$ cat src/rtl/sr_pkg.sv
`timescale 1ns/1ps
package sr_pkg;
   typedef enum logic [1:0] {
      GR_IDLE    = 2'd0,
      GR_COMMIT  = 2'd1,
      GR_RECOVER = 2'd2
   } grad_act_e;
endpackage

$ cat src/rtl/sr_commit_file.sv
`timescale 1ns/1ps
module sr_commit_file #(
   parameter int NREG = 16,
   parameter int DW   = 32,
   localparam int AW  = $clog2(NREG)
) (
   input  logic               clk,
   input  logic               rst_n,
   input  logic               wr_en,
   input  logic [AW-1:0]      wr_idx,
   input  logic [DW-1:0]      wr_data,
   output logic [NREG*DW-1:0] snap
);
   logic [DW-1:0] arch_q [NREG];

   initial assert (NREG >= 2) else $fatal(1, "NREG must be at least 2");

   always_ff @(posedge clk) begin
      if (!rst_n) begin
         for (int r = 0; r < NREG; r++) arch_q[r] <= '0;
      end else if (wr_en) begin
         arch_q[wr_idx] <= wr_data;
      end
   end

   for (genvar r = 0; r < NREG; r++) begin : g_snap
      assign snap[r*DW +: DW] = arch_q[r];
   end
endmodule

$ cat src/rtl/sr_future_file.sv
`timescale 1ns/1ps
module sr_future_file #(
   parameter int NREG   = 16,
   parameter int DW     = 32,
   parameter int TW     = 4,
   parameter int NSRC   = 2,
   parameter bit FWD_EN = 1'b1,
   localparam int AW    = $clog2(NREG)
) (
   input  logic               clk,
   input  logic               rst_n,
   input  logic [NSRC*AW-1:0] rd_idx,
   output logic [NSRC-1:0]    rd_rdy,
   output logic [NSRC*DW-1:0] rd_val,
   output logic [NSRC*TW-1:0] rd_tag,
   input  logic               alloc_en,
   input  logic [AW-1:0]      alloc_idx,
   input  logic [TW-1:0]      alloc_tag,
   input  logic               res_en,
   input  logic [AW-1:0]      res_idx,
   input  logic [TW-1:0]      res_tag,
   input  logic [DW-1:0]      res_val,
   input  logic               restore,
   input  logic [NREG*DW-1:0] restore_vals
);
   logic [NREG-1:0] rdy_q;
   logic [DW-1:0]   val_q [NREG];
   logic [TW-1:0]   tag_q [NREG];
   logic [NREG-1:0] hit;

   initial assert (NSRC >= 1 && TW >= 1) else $fatal(1, "bad source count or tag width");

   for (genvar r = 0; r < NREG; r++) begin : g_hit
      assign hit[r] = res_en && (res_idx == AW'(r)) && !rdy_q[r] && (tag_q[r] == res_tag);
   end

   always_ff @(posedge clk) begin
      if (!rst_n) begin
         rdy_q <= '1;
         for (int r = 0; r < NREG; r++) begin
            val_q[r] <= '0;
            tag_q[r] <= '0;
         end
      end else if (restore) begin
         rdy_q <= '1;
         for (int r = 0; r < NREG; r++) val_q[r] <= restore_vals[r*DW +: DW];
      end else begin
         for (int r = 0; r < NREG; r++) begin
            if (alloc_en && alloc_idx == AW'(r)) begin
               rdy_q[r] <= 1'b0;
               tag_q[r] <= alloc_tag;
            end else if (hit[r]) begin
               rdy_q[r] <= 1'b1;
               val_q[r] <= res_val;
            end
         end
      end
   end

   for (genvar s = 0; s < NSRC; s++) begin : g_rd
      logic [AW-1:0] idx;
      assign idx = rd_idx[s*AW +: AW];
      assign rd_tag[s*TW +: TW] = tag_q[idx];
      if (FWD_EN) begin : g_fwd
         assign rd_rdy[s] = rdy_q[idx] | hit[idx];
         assign rd_val[s*DW +: DW] = hit[idx] ? res_val : val_q[idx];
      end else begin : g_nofwd
         assign rd_rdy[s] = rdy_q[idx];
         assign rd_val[s*DW +: DW] = val_q[idx];
      end
   end

   for (genvar r = 0; r < NREG; r++) begin : g_chk
      a_r6_ready_from_latest: assert property (@(posedge clk) disable iff (!rst_n)
         ($past(!rdy_q[r] && !restore) && rdy_q[r]) |->
            $past(res_en && res_idx == AW'(r) && res_tag == tag_q[r]));
   end

   a_r3_alloc_pending: assert property (@(posedge clk) disable iff (!rst_n)
      (alloc_en && !restore) |=>
         (!rdy_q[$past(alloc_idx)] && tag_q[$past(alloc_idx)] == $past(alloc_tag)));

   a_r9_restore_all_ready: assert property (@(posedge clk) disable iff (!rst_n)
      restore |=> (rdy_q == '1));
endmodule

$ cat src/rtl/sr_reorder_ring.sv
`timescale 1ns/1ps
module sr_reorder_ring #(
   parameter int DEPTH = 16,
   parameter int DW    = 32,
   parameter int AW    = 4,
   localparam int TW   = $clog2(DEPTH),
   localparam int CW   = $clog2(DEPTH + 1)
) (
   input  logic          clk,
   input  logic          rst_n,
   input  logic          alloc_en,
   input  logic          alloc_has,
   input  logic [AW-1:0] alloc_dst,
   output logic [TW-1:0] tail_tag,
   output logic          full,
   input  logic          cmp_en,
   input  logic [TW-1:0] cmp_tag,
   input  logic [DW-1:0] cmp_val,
   input  logic          cmp_exc,
   output logic          cmp_ok,
   output logic          cmp_has,
   output logic [AW-1:0] cmp_dst,
   input  logic          pop_en,
   input  logic          flush,
   output logic [TW-1:0] head_tag,
   output logic          head_done,
   output logic          head_has,
   output logic [AW-1:0] head_dst,
   output logic [DW-1:0] head_val,
   output logic          head_exc
);
   logic [DEPTH-1:0] busy_q, done_q, exc_q, has_q;
   logic [AW-1:0]    dst_q [DEPTH];
   logic [DW-1:0]    val_q [DEPTH];
   logic [TW-1:0]    head_q, tail_q;
   logic [CW-1:0]    count_q;

   initial assert (DEPTH >= 2 && (DEPTH & (DEPTH - 1)) == 0)
      else $fatal(1, "DEPTH must be a power of two, at least 2");

   always_ff @(posedge clk) begin
      if (!rst_n || flush) begin
         busy_q  <= '0;
         done_q  <= '0;
         exc_q   <= '0;
         has_q   <= '0;
         head_q  <= '0;
         tail_q  <= '0;
         count_q <= '0;
      end else begin
         if (cmp_en && cmp_ok) begin
            done_q[cmp_tag] <= 1'b1;
            exc_q[cmp_tag]  <= cmp_exc;
            val_q[cmp_tag]  <= cmp_val;
         end
         if (alloc_en) begin
            busy_q[tail_q] <= 1'b1;
            done_q[tail_q] <= 1'b0;
            exc_q[tail_q]  <= 1'b0;
            has_q[tail_q]  <= alloc_has;
            dst_q[tail_q]  <= alloc_dst;
            tail_q         <= tail_q + TW'(1);
         end
         if (pop_en) begin
            busy_q[head_q] <= 1'b0;
            head_q         <= head_q + TW'(1);
         end
         count_q <= count_q + CW'(alloc_en) - CW'(pop_en);
      end
   end

   assign tail_tag  = tail_q;
   assign full      = (count_q == CW'(DEPTH));
   assign cmp_ok    = busy_q[cmp_tag] & ~done_q[cmp_tag];
   assign cmp_has   = has_q[cmp_tag];
   assign cmp_dst   = dst_q[cmp_tag];
   assign head_tag  = head_q;
   assign head_done = busy_q[head_q] & done_q[head_q];
   assign head_has  = has_q[head_q];
   assign head_dst  = dst_q[head_q];
   assign head_val  = val_q[head_q];
   assign head_exc  = exc_q[head_q];

   a_r4_no_overflow: assert property (@(posedge clk) disable iff (!rst_n)
      alloc_en |-> (count_q < CW'(DEPTH)));

   a_r5_pop_needs_done: assert property (@(posedge clk) disable iff (!rst_n)
      pop_en |-> (head_done && count_q != '0));

   a_r9_flush_empties: assert property (@(posedge clk) disable iff (!rst_n)
      flush |=> (count_q == '0 && tail_q == '0 && !head_done));
endmodule

$ cat src/rtl/spec_rename_core.sv
`timescale 1ns/1ps
module spec_rename_core #(
   parameter int NREG   = 16,
   parameter int DW     = 32,
   parameter int DEPTH  = 16,
   parameter int NSRC   = 2,
   parameter bit FWD_EN = 1'b1,
   localparam int AW    = $clog2(NREG),
   localparam int TW    = $clog2(DEPTH)
) (
   input  logic               clk,
   input  logic               rst_n,
   input  logic               ren_valid,
   input  logic [NSRC*AW-1:0] ren_src_idx,
   input  logic               ren_has_dst,
   input  logic [AW-1:0]      ren_dst_idx,
   output logic               ren_stall,
   output logic [TW-1:0]      ren_tag,
   output logic [NSRC-1:0]    src_ready,
   output logic [NSRC*DW-1:0] src_value,
   output logic [NSRC*TW-1:0] src_tag,
   input  logic               cmp_valid,
   input  logic [TW-1:0]      cmp_tag,
   input  logic [DW-1:0]      cmp_value,
   input  logic               cmp_flag,
   output logic               grad_valid,
   output logic [TW-1:0]      grad_tag,
   output logic               grad_wr,
   output logic [AW-1:0]      grad_dst,
   output logic [DW-1:0]      grad_value,
   output logic               recover
);
   import sr_pkg::*;

   logic               full, head_done, head_has, head_exc;
   logic               cmp_ok, cmp_has;
   logic [AW-1:0]      cmp_dst, head_dst;
   logic [DW-1:0]      head_val;
   logic [TW-1:0]      head_tag, tail_tag;
   logic [NREG*DW-1:0] arch_snap;
   logic               alloc_en, res_en, pop_en;
   grad_act_e          act;

   always_comb begin
      act = GR_IDLE;
      if (head_done) act = head_exc ? GR_RECOVER : GR_COMMIT;
   end

   assign recover    = (act == GR_RECOVER);
   assign pop_en     = (act == GR_COMMIT);
   assign ren_stall  = full | recover;
   assign alloc_en   = ren_valid & ~ren_stall;
   assign res_en     = cmp_valid & cmp_ok & cmp_has & ~recover;
   assign ren_tag    = tail_tag;
   assign grad_valid = head_done;
   assign grad_tag   = head_tag;
   assign grad_wr    = head_has;
   assign grad_dst   = head_dst;
   assign grad_value = head_val;

   sr_reorder_ring #(.DEPTH(DEPTH), .DW(DW), .AW(AW)) u_ring (
      .clk       (clk),
      .rst_n     (rst_n),
      .alloc_en  (alloc_en),
      .alloc_has (ren_has_dst),
      .alloc_dst (ren_dst_idx),
      .tail_tag  (tail_tag),
      .full      (full),
      .cmp_en    (cmp_valid & ~recover),
      .cmp_tag   (cmp_tag),
      .cmp_val   (cmp_value),
      .cmp_exc   (cmp_flag),
      .cmp_ok    (cmp_ok),
      .cmp_has   (cmp_has),
      .cmp_dst   (cmp_dst),
      .pop_en    (pop_en),
      .flush     (recover),
      .head_tag  (head_tag),
      .head_done (head_done),
      .head_has  (head_has),
      .head_dst  (head_dst),
      .head_val  (head_val),
      .head_exc  (head_exc)
   );

   sr_future_file #(.NREG(NREG), .DW(DW), .TW(TW), .NSRC(NSRC), .FWD_EN(FWD_EN)) u_spec (
      .clk          (clk),
      .rst_n        (rst_n),
      .rd_idx       (ren_src_idx),
      .rd_rdy       (src_ready),
      .rd_val       (src_value),
      .rd_tag       (src_tag),
      .alloc_en     (alloc_en & ren_has_dst),
      .alloc_idx    (ren_dst_idx),
      .alloc_tag    (tail_tag),
      .res_en       (res_en),
      .res_idx      (cmp_dst),
      .res_tag      (cmp_tag),
      .res_val      (cmp_value),
      .restore      (recover),
      .restore_vals (arch_snap)
   );

   sr_commit_file #(.NREG(NREG), .DW(DW)) u_commit (
      .clk     (clk),
      .rst_n   (rst_n),
      .wr_en   (pop_en & head_has),
      .wr_idx  (head_dst),
      .wr_data (head_val),
      .snap    (arch_snap)
   );

   a_r9_recover_blocks_rename: assert property (@(posedge clk) disable iff (!rst_n)
      recover |=> (ren_tag == '0 && !grad_valid));

   a_r3_tag_advances: assert property (@(posedge clk) disable iff (!rst_n)
      (alloc_en && !recover) |=> (ren_tag == $past(ren_tag) + TW'(1)));
endmodule

$ cat config.mk
export PLATFORM = sky130hd
export DESIGN_NAME = spec_rename_core
export DESIGN_NICKNAME = d
export VERILOG_FILES = /design/src/rtl/sr_pkg.sv /design/src/rtl/sr_commit_file.sv /design/src/rtl/sr_future_file.sv /design/src/rtl/sr_reorder_ring.sv /design/src/rtl/spec_rename_core.sv
export SDC_FILE = /design/constraint.sdc
export NUM_CORES = 2
export LEC_CHECK = 0
export BUFFER_PORTS_ARGS = -buffer_cell sky130_fd_sc_hd__buf_4
export CAP_MARGIN = 0
export CORE_ASPECT_RATIO = 0.7
export CORE_MARGIN = 1.5
export CORE_UTILIZATION = 50
export CTS_CLUSTER_DIAMETER = 100
export DETAILED_ROUTE_END_ITERATION = 6
export GPL_TIMING_DRIVEN = 0
export PLACE_DENSITY = 0.7
export SLEW_MARGIN = 20
export SYNTH_ARGS = -nofsm -noshare
export SYNTH_HDL_FRONTEND = slang
export SYNTH_SLANG_ARGS = --single-unit
$ cat constraint.sdc
create_clock -name clk -period 15 [get_ports clk]
set_input_delay 3 -clock clk [delete_from_list [all_inputs] [get_ports clk]]
set_output_delay 3 -clock clk [all_outputs]
set_load 0.01 [all_outputs]
Yosys cells after proc, flatten, opt, wreduce, memory -nomap -nowiden
Memory sizes are Yosys's and may differ from the RTL's. A register that Yosys moved wholly into a read port is not among the register bits.
Index checks and enable logic that the tools add are counted.

operators by class
  add/subtract/negate cells = 4
  magnitude comparators = 8
  equal/unequal tests = 49
  muxes and demuxes = 287
  bitwise operators = 71
  reduce and logical (&&, ||, !) cells = 106

operators with widths
  operator                                                               count
  32-bit 2-to-1 mux                                                      35
  1-bit 2-to-1 mux                                                       204
  16-bit 2-to-1 mux                                                      9
  4-bit 2-to-1 mux                                                       21
  1-bit logical AND                                                      68
  4-bit equality test                                                    16
  4-bit equality test, second input constant                             16
  1-bit OR                                                               51
  16-bit bitwise AND                                                     3
  1-bit binary-select mux with 4-bit select                              11
  16-bit bitwise mux                                                     2
  4-bit by 3-bit equality test with 1-bit output, second input constant  8
  16-bit inverter                                                        2
  16-bit OR                                                              2
  2-bit nonzero test                                                     16
  32-bit OR reduction                                                    1
  4-bit by 5-bit < comparator with 1-bit output, second input constant   5
  1-bit zero test                                                        17
  4-bit by 2-bit equality test with 1-bit output, second input constant  4
  1-bit demux with 4-bit select                                          3
  4-bit by 1-bit >= comparator with 1-bit output, second input constant  3
  1-bit bitwise AND                                                      9
  4-bit by 1-bit adder with 4-bit output, second input constant          2
  4-bit by 1-bit equality test with 1-bit output, second input constant  2
  other kinds (10)                                                       15

word-level totals
  register bits = 93
  memory bits (writable) = 1,664
  input bits = 54
  output and inout port bits = 122
  logic and storage cells = 553
  memories kept = 5

memory list
  memory           depth  width  read ports  clocked after memory_dff  write ports  RTL line               source
  u_commit.arch_q  16     32     16          0                         16           sr_commit_file.sv:14   logic [DW-1:0] arch_q [NREG];
  u_ring.val_q     16     32     1           1                         1            sr_reorder_ring.sv:34  logic [DW-1:0] val_q [DEPTH];
  u_spec.val_q     16     32     2           0                         16           sr_future_file.sv:27   logic [DW-1:0] val_q [NREG];
  u_ring.dst_q     16     4      2           1                         1            sr_reorder_ring.sv:33  logic [AW-1:0] dst_q [DEPTH];
  u_spec.tag_q     16     4      18          0                         16           sr_future_file.sv:28   logic [TW-1:0] tag_q [NREG];

Longest topological paths before layout
  word-level depth = 16
  mapped depth = 17
  mapped depth without buffers = 15

Cells and area by module
A second synthesis with hierarchy kept.

unflattened totals
  cell total of the unflattened synthesis = 5,096
  area total of the unflattened synthesis = 81,521.9 µm²

modules (own cells, without submodules)
  module            instances  cells an instance  area an instance (µm²)  sequential area each (µm²)
  sr_future_file    1          2,515              36,023.3                17,616.9
  sr_reorder_ring   1          1,342              26,574.2                18,918.1
  sr_commit_file    1          1,230              18,859.3                15,374.7
  spec_rename_core  1          9                  65.1                    0.0

Worst setup path before layout
OpenSTA, ideal clock, no wires.

  path kind = input-to-output
  start = input port cmp_tag[0]
  end = output port src_value[54]
  arrival = 5.993 ns
  slack = 6.007 ns
  stages = 13
  path buffers = 5
  path through = buf_2 buf_2 buf_2 buf_2 xnor2_1 nand3_1 nor3_1 o211ai_1 nand4_1 or3b_1 mux4_2 buf_6 mux2_1

between the ends
  cells in the longest elaborated chain, start to end = 13
  elaborated cells on any way between the ends = 95
  classes of those cells = 31 x eq/ne; 9 x mux; 5 x bitwise; 49 x reduce/logical; 1 x memory

ends and longest elaborated chain
  element                                        RTL line                source
  from (decl)                                    spec_rename_core.sv:23  input logic [TW-1:0] cmp_tag,
  1-bit binary-select mux with 4-bit select      sr_reorder_ring.sv:74   assign cmp_ok = busy_q[cmp_tag] & ~done_q[cmp_tag];
  1-bit 2-to-1 mux (not written as such)         sr_reorder_ring.sv:74
  1-bit inverter                                 sr_reorder_ring.sv:74
  1-bit bitwise AND                              sr_reorder_ring.sv:74
  1-bit bitwise AND (3 in series)                spec_rename_core.sv:53  assign res_en = cmp_valid & cmp_ok & cmp_has & ~recover;
  1-bit logical AND (3 in series)                sr_future_file.sv:34    assign hit[r] = res_en && (res_idx == AW'(r)) && !rdy_q[r] && (tag_q[r] == res_tag);
  1-bit binary-select mux with 4-bit select (*)  sr_future_file.sv:66    assign rd_val[s*DW +: DW] = hit[idx] ? res_val : val_q[idx];
  1-bit 2-to-1 mux (not written as such) (*)     sr_future_file.sv:66
  32-bit 2-to-1 mux (*)                          sr_future_file.sv:66
  to (decl)                                      spec_rename_core.sv:20  output logic [NSRC*DW-1:0] src_value,

Every way passes the cells marked *; elsewhere a longest branch is shown, timed or not. The select of a mux whose other input is x is not followed.

Worst setup path in the final report
  start = input port cmp_tag[3]
  end = output port src_value[56]

Same word-level chain as after synthesis.

==> metrics.yaml <==
global_routing:
  grt_pass1_vias: 50500
  grt_pass1_wl_um: 371000
  antenna_found_initial: 10
  grt_use_total_pct: 31.7
  gr-total-overflow: 0
  grt_max_degree: 34
yosys:
  yosysSeqAreaShare_pct: 64.3
  synth-xor-area-share_pct: 0.792
  synth_mux_area_share_pct: 18.3
  synth_compound_area_share_pct: 6.95
  ys_async_sr_fraction_pct: 0
  syn_nets: 5297
  synth_adder_area_share_pct: 0.242
  synth_area_um2: 80700
  synthCells: 5228
  synth.avg_cell_area_um2: 15.4
  yosysWarnings: 0
  ys.flop_type: "edfxtp_1"
  synth_cell_types: 70
  yosys.area_share.simple_pct: 6.53
  synth_seq_cells: 1761
  synth_top_family_by_area: "multiplexers"
  synth-edff-count: 1664
final_layout:
  drive_gt1_share_pct: 21.6
  fill_cells: 12400
  fin_nets: 5684
  fin_area_um2: 91400
  fin_cells: 7874
  fin_util_pct: 57.0
  area_growth_pct: 13.3
placement:
  place_area_um2: 86000
  placedCellCount: 7571
  dp_hpwl_um: 197000
  numPortBuffers: 169
  gp_congestion: 0.989
  preCtsSetupSlack_ns: 4.36
sta:
  skew_ns: 0.0323
  fin_crit_sh_pct: 73.3
  worstMarginPinSlew_ns: 1.23
  slew_viol_final: 0
  slew_headroom_pct: 17.9
  setup_ws_ns: 4.00
  final.setup.tns_ns: 0
  rsz0062_at_grt: "false"
  timing.final.crit_period_ns: 11.00
  setup_viol: 0
  fmax_mhz: 90.9
  holdWs_ns: 0.485
  finalHoldViolations: 0
critical_path:
  worst-path-buf-inv: 5
  cp_top_family: "simple AND/OR/NAND/NOR gates"
  cp_max_fo: 10
  start_kind: "primary input"
  worstRegToRegCells: 14
  r2r-start: "u_ring.head_tag[1]"
  cp_cell_sequence: "buf_4, buf_2, buf_2, nor2_1, o21ai_0, a21oi_1, or4_1, nand4b_1, or3b_1, mux4_2, buf_6, mux2_1, buf_4"
  worstPathRequired_ns: 12.00
  r2r_end: "u_spec.val_q[12][0]"
  max_stage_delay_ns: 0.95
  end_kind: "output port"
  crit_arrival_ns: 8.00
  critPathSlowestCell: "nor2_1"
  r2r_setup_slack_ns: 8.23
  worstSetupPathType: "primary input to output port"
power_and_ir_drop:
  power_frac_clock_pct: 40.2
  intPower_mw: 8.16
  p_sw_mw: 2.48
  peakVddDrop_mv: 0.121
  power.share.switching_pct: 23.3
  power.total_mw: 10.6
  power_density_nw_per_um2: 116
  p_leak_nw: 30.4
  combPwrFrac_pct: 7.5
  p_seq_share_pct: 52.2
route:
  drt_wl_total_um: 262000
  route.detailed.drc: 0
  post_drt_wl_per_cell_um: 33.3
  drt_first_pass_iters: 7
  drtIter0Drc: 8935
  final_antenna_net_count: 0
  via_per_inst: 6.74
  num_vias: 53100
floorplanning:
  dieArea_um2: 164000
  initial_core_util_pct: 50.3
  placementRows: 123
  die_y_um: 339
  ios: 176
  core_area_um2: 161000
  fp.dieW_um: 483
cts:
  clk_pin_slew_ns: 0.06
  cts.path.max_buffers: 3
  cts_sinks: 1761
  post_cts_resized: 0
  root_buffer: "clkbuf_16"
  htree_levels: 4
  cts_buffers: 165
  insertion_delay_ns: 0.85
  postCtsSetupRepairBufs: 0
  cts_tree: "yes"
  ctsHoldBuffers: 0
hold_path:
  min_path_cells: 2
  hold_class: "flop to flop"
  min_from: "u_ring.busy_q[1]"
  hold_end: "u_ring.busy_q[1]"
outcome:
  run_status: "finished clean"
job:
  maxCapViolations: 0
## routing by layer
| metal | global-route usage (%) | vias up | part of all wire, % |
|---|---|---|---|
| met2 | 44.6 | 4008 | 43 |
| met3 | 11.2 | 530 | 15 |
| met4 | 11.8 | 6 | 4.0 |
| li1 | - | 21300 | - |
| met5 | 0 | - | 0.016 |
| met1 | 45.7 | 27200 | 39 |
## Yosys cell counts, types with 13 or more instances
cell	count	area share, %
xnor2_1	54	0.59
clkbuf_1	420	2.0
a32oi_1	32	0.35
ha_1	14	0.22
o21ai_1	34	0.21
and3_1	16	0.12
mux2i_1	99	1.2
a221oi_1	13	0.14
nor3_1	36	0.22
nand3_1	207	1.3
dfxtp_1	97	2.4
nand2_1	142	0.66
inv_1	82	0.38
buf_1	61	0.28
mux2_2	41	0.57
nor2_1	700	3.3
nand2b_1	16	0.12
buf_2	30	0.19
mux4_2	549	15
o211ai_1	18	0.17
o21ai_0	185	1.1
mux2_4	50	0.93
nor2b_1	15	0.12
a21oi_1	182	1.1
xor2_1	19	0.21
edfxtp_1	1664	62
a22o_1	290	3.1
## cell families after synthesis
group / after synthesis
AOI/OAI and AO/OA: 816
xor gates and xnor gates: 73
adders and majority gates: 15
buffers and inverters: 602
DFF: 1761
muxes: 751
and+or+nand+nor: 1210
## layout make-up
| type | count | area [µm²] | share of cell area, % |
|---|---|---|---|
| clock buffer | 217 | 4460 | 4.88 |
| timing repair buffer | 220 | 2290 | 2.50 |
| sequential | 1761 | 51900 | 56.8 |
| antenna | 3 | 7.51 | 0.00821 |
| buffer | 518 | 2080 | 2.27 |
| tap | 2125 | 2660 | 2.91 |
| multi-input combinational | 2865 | 26800 | 29.3 |
| clock inverter | 81 | 906 | 0.991 |
| inverter | 84 | 315 | 0.345 |
## how the worst max path moves through the flow
stage          cells after the start  startpoint                    to  slack, ns
2_1_floorplan                     13  cmp_tag[0]         src_value[54]       6.01
6_report                          13  cmp_tag[3]         src_value[56]       4.00
4_1_cts                           13  cmp_tag[3]         src_value[55]       4.34
5_1_grt                           13  cmp_tag[3]         src_value[55]       4.04
3_3_place_gp                      12  cmp_tag[3]  u_spec.val_q[14][15]       3.80
3_5_place_dp                      13  cmp_tag[3]         src_value[55]       4.36
## worst min-delay path, stage by stage, from the launching register on
cell	delay, ns
dfxtp_1	0.32
inv_1	0.05
a221oi_1	0.06
## power groups by stage
stage | clock (mW) | combinational (mW) | sequential (mW)
floorplan | 0 | 0.440 | 5.64
global placement | 0 | 0.749 | 5.66
detailed placement | 0 | 0.783 | 5.66
CTS | 4.27 | 0.787 | 5.55
global route | 4.45 | 0.829 | 5.56
finish | 4.28 | 0.802 | 5.56
## cell usage in the layout, fill, tap and decap left out, types with 34 or more instances in the layout
| cell | netlist | routed |
|---|---|---|
| edfxtp_1 | 1664 | 1664 |
| nor2_1 | 700 | 681 |
| mux4_2 | 549 | 549 |
| clkbuf_1 | 420 | 447 |
| a22o_1 | 290 | 290 |
| nand3_1 | 207 | 207 |
| a21oi_1 | 182 | 181 |
| o21ai_0 | 185 | 180 |
| buf_4 | 0 | 173 |
| clkbuf_16 | 0 | 169 |
| nand2_1 | 142 | 125 |
| mux2i_1 | 99 | 99 |
| dfxtp_1 | 97 | 97 |
| inv_1 | 82 | 82 |
| xnor2_1 | 54 | 54 |
| mux2_4 | 50 | 50 |
| buf_1 | 61 | 44 |
| buf_2 | 30 | 42 |
| mux2_2 | 41 | 41 |
| nor3_1 | 36 | 35 |
| buf_12 | 0 | 34 |
## state kept, by name, summed over array words and instances (netlist names), named ones only
| signal | flops |
|---|---|
| u_ring.tail_tag | 4 |
| u_spec.val_q | 512 |
| u_commit.arch_q | 512 |
| u_ring.val_q | 512 |
| u_ring.busy_q | 16 |
| u_ring.has_q | 16 |
| u_ring.exc_q | 16 |
| u_ring.done_q | 16 |
| u_ring.count_q | 5 |
| u_ring.head_tag | 4 |
| u_spec.tag_q | 64 |
| u_ring.dst_q | 64 |
| u_spec.rdy_q | 16 |
Note: power is estimated with default switching activity, not from simulation.
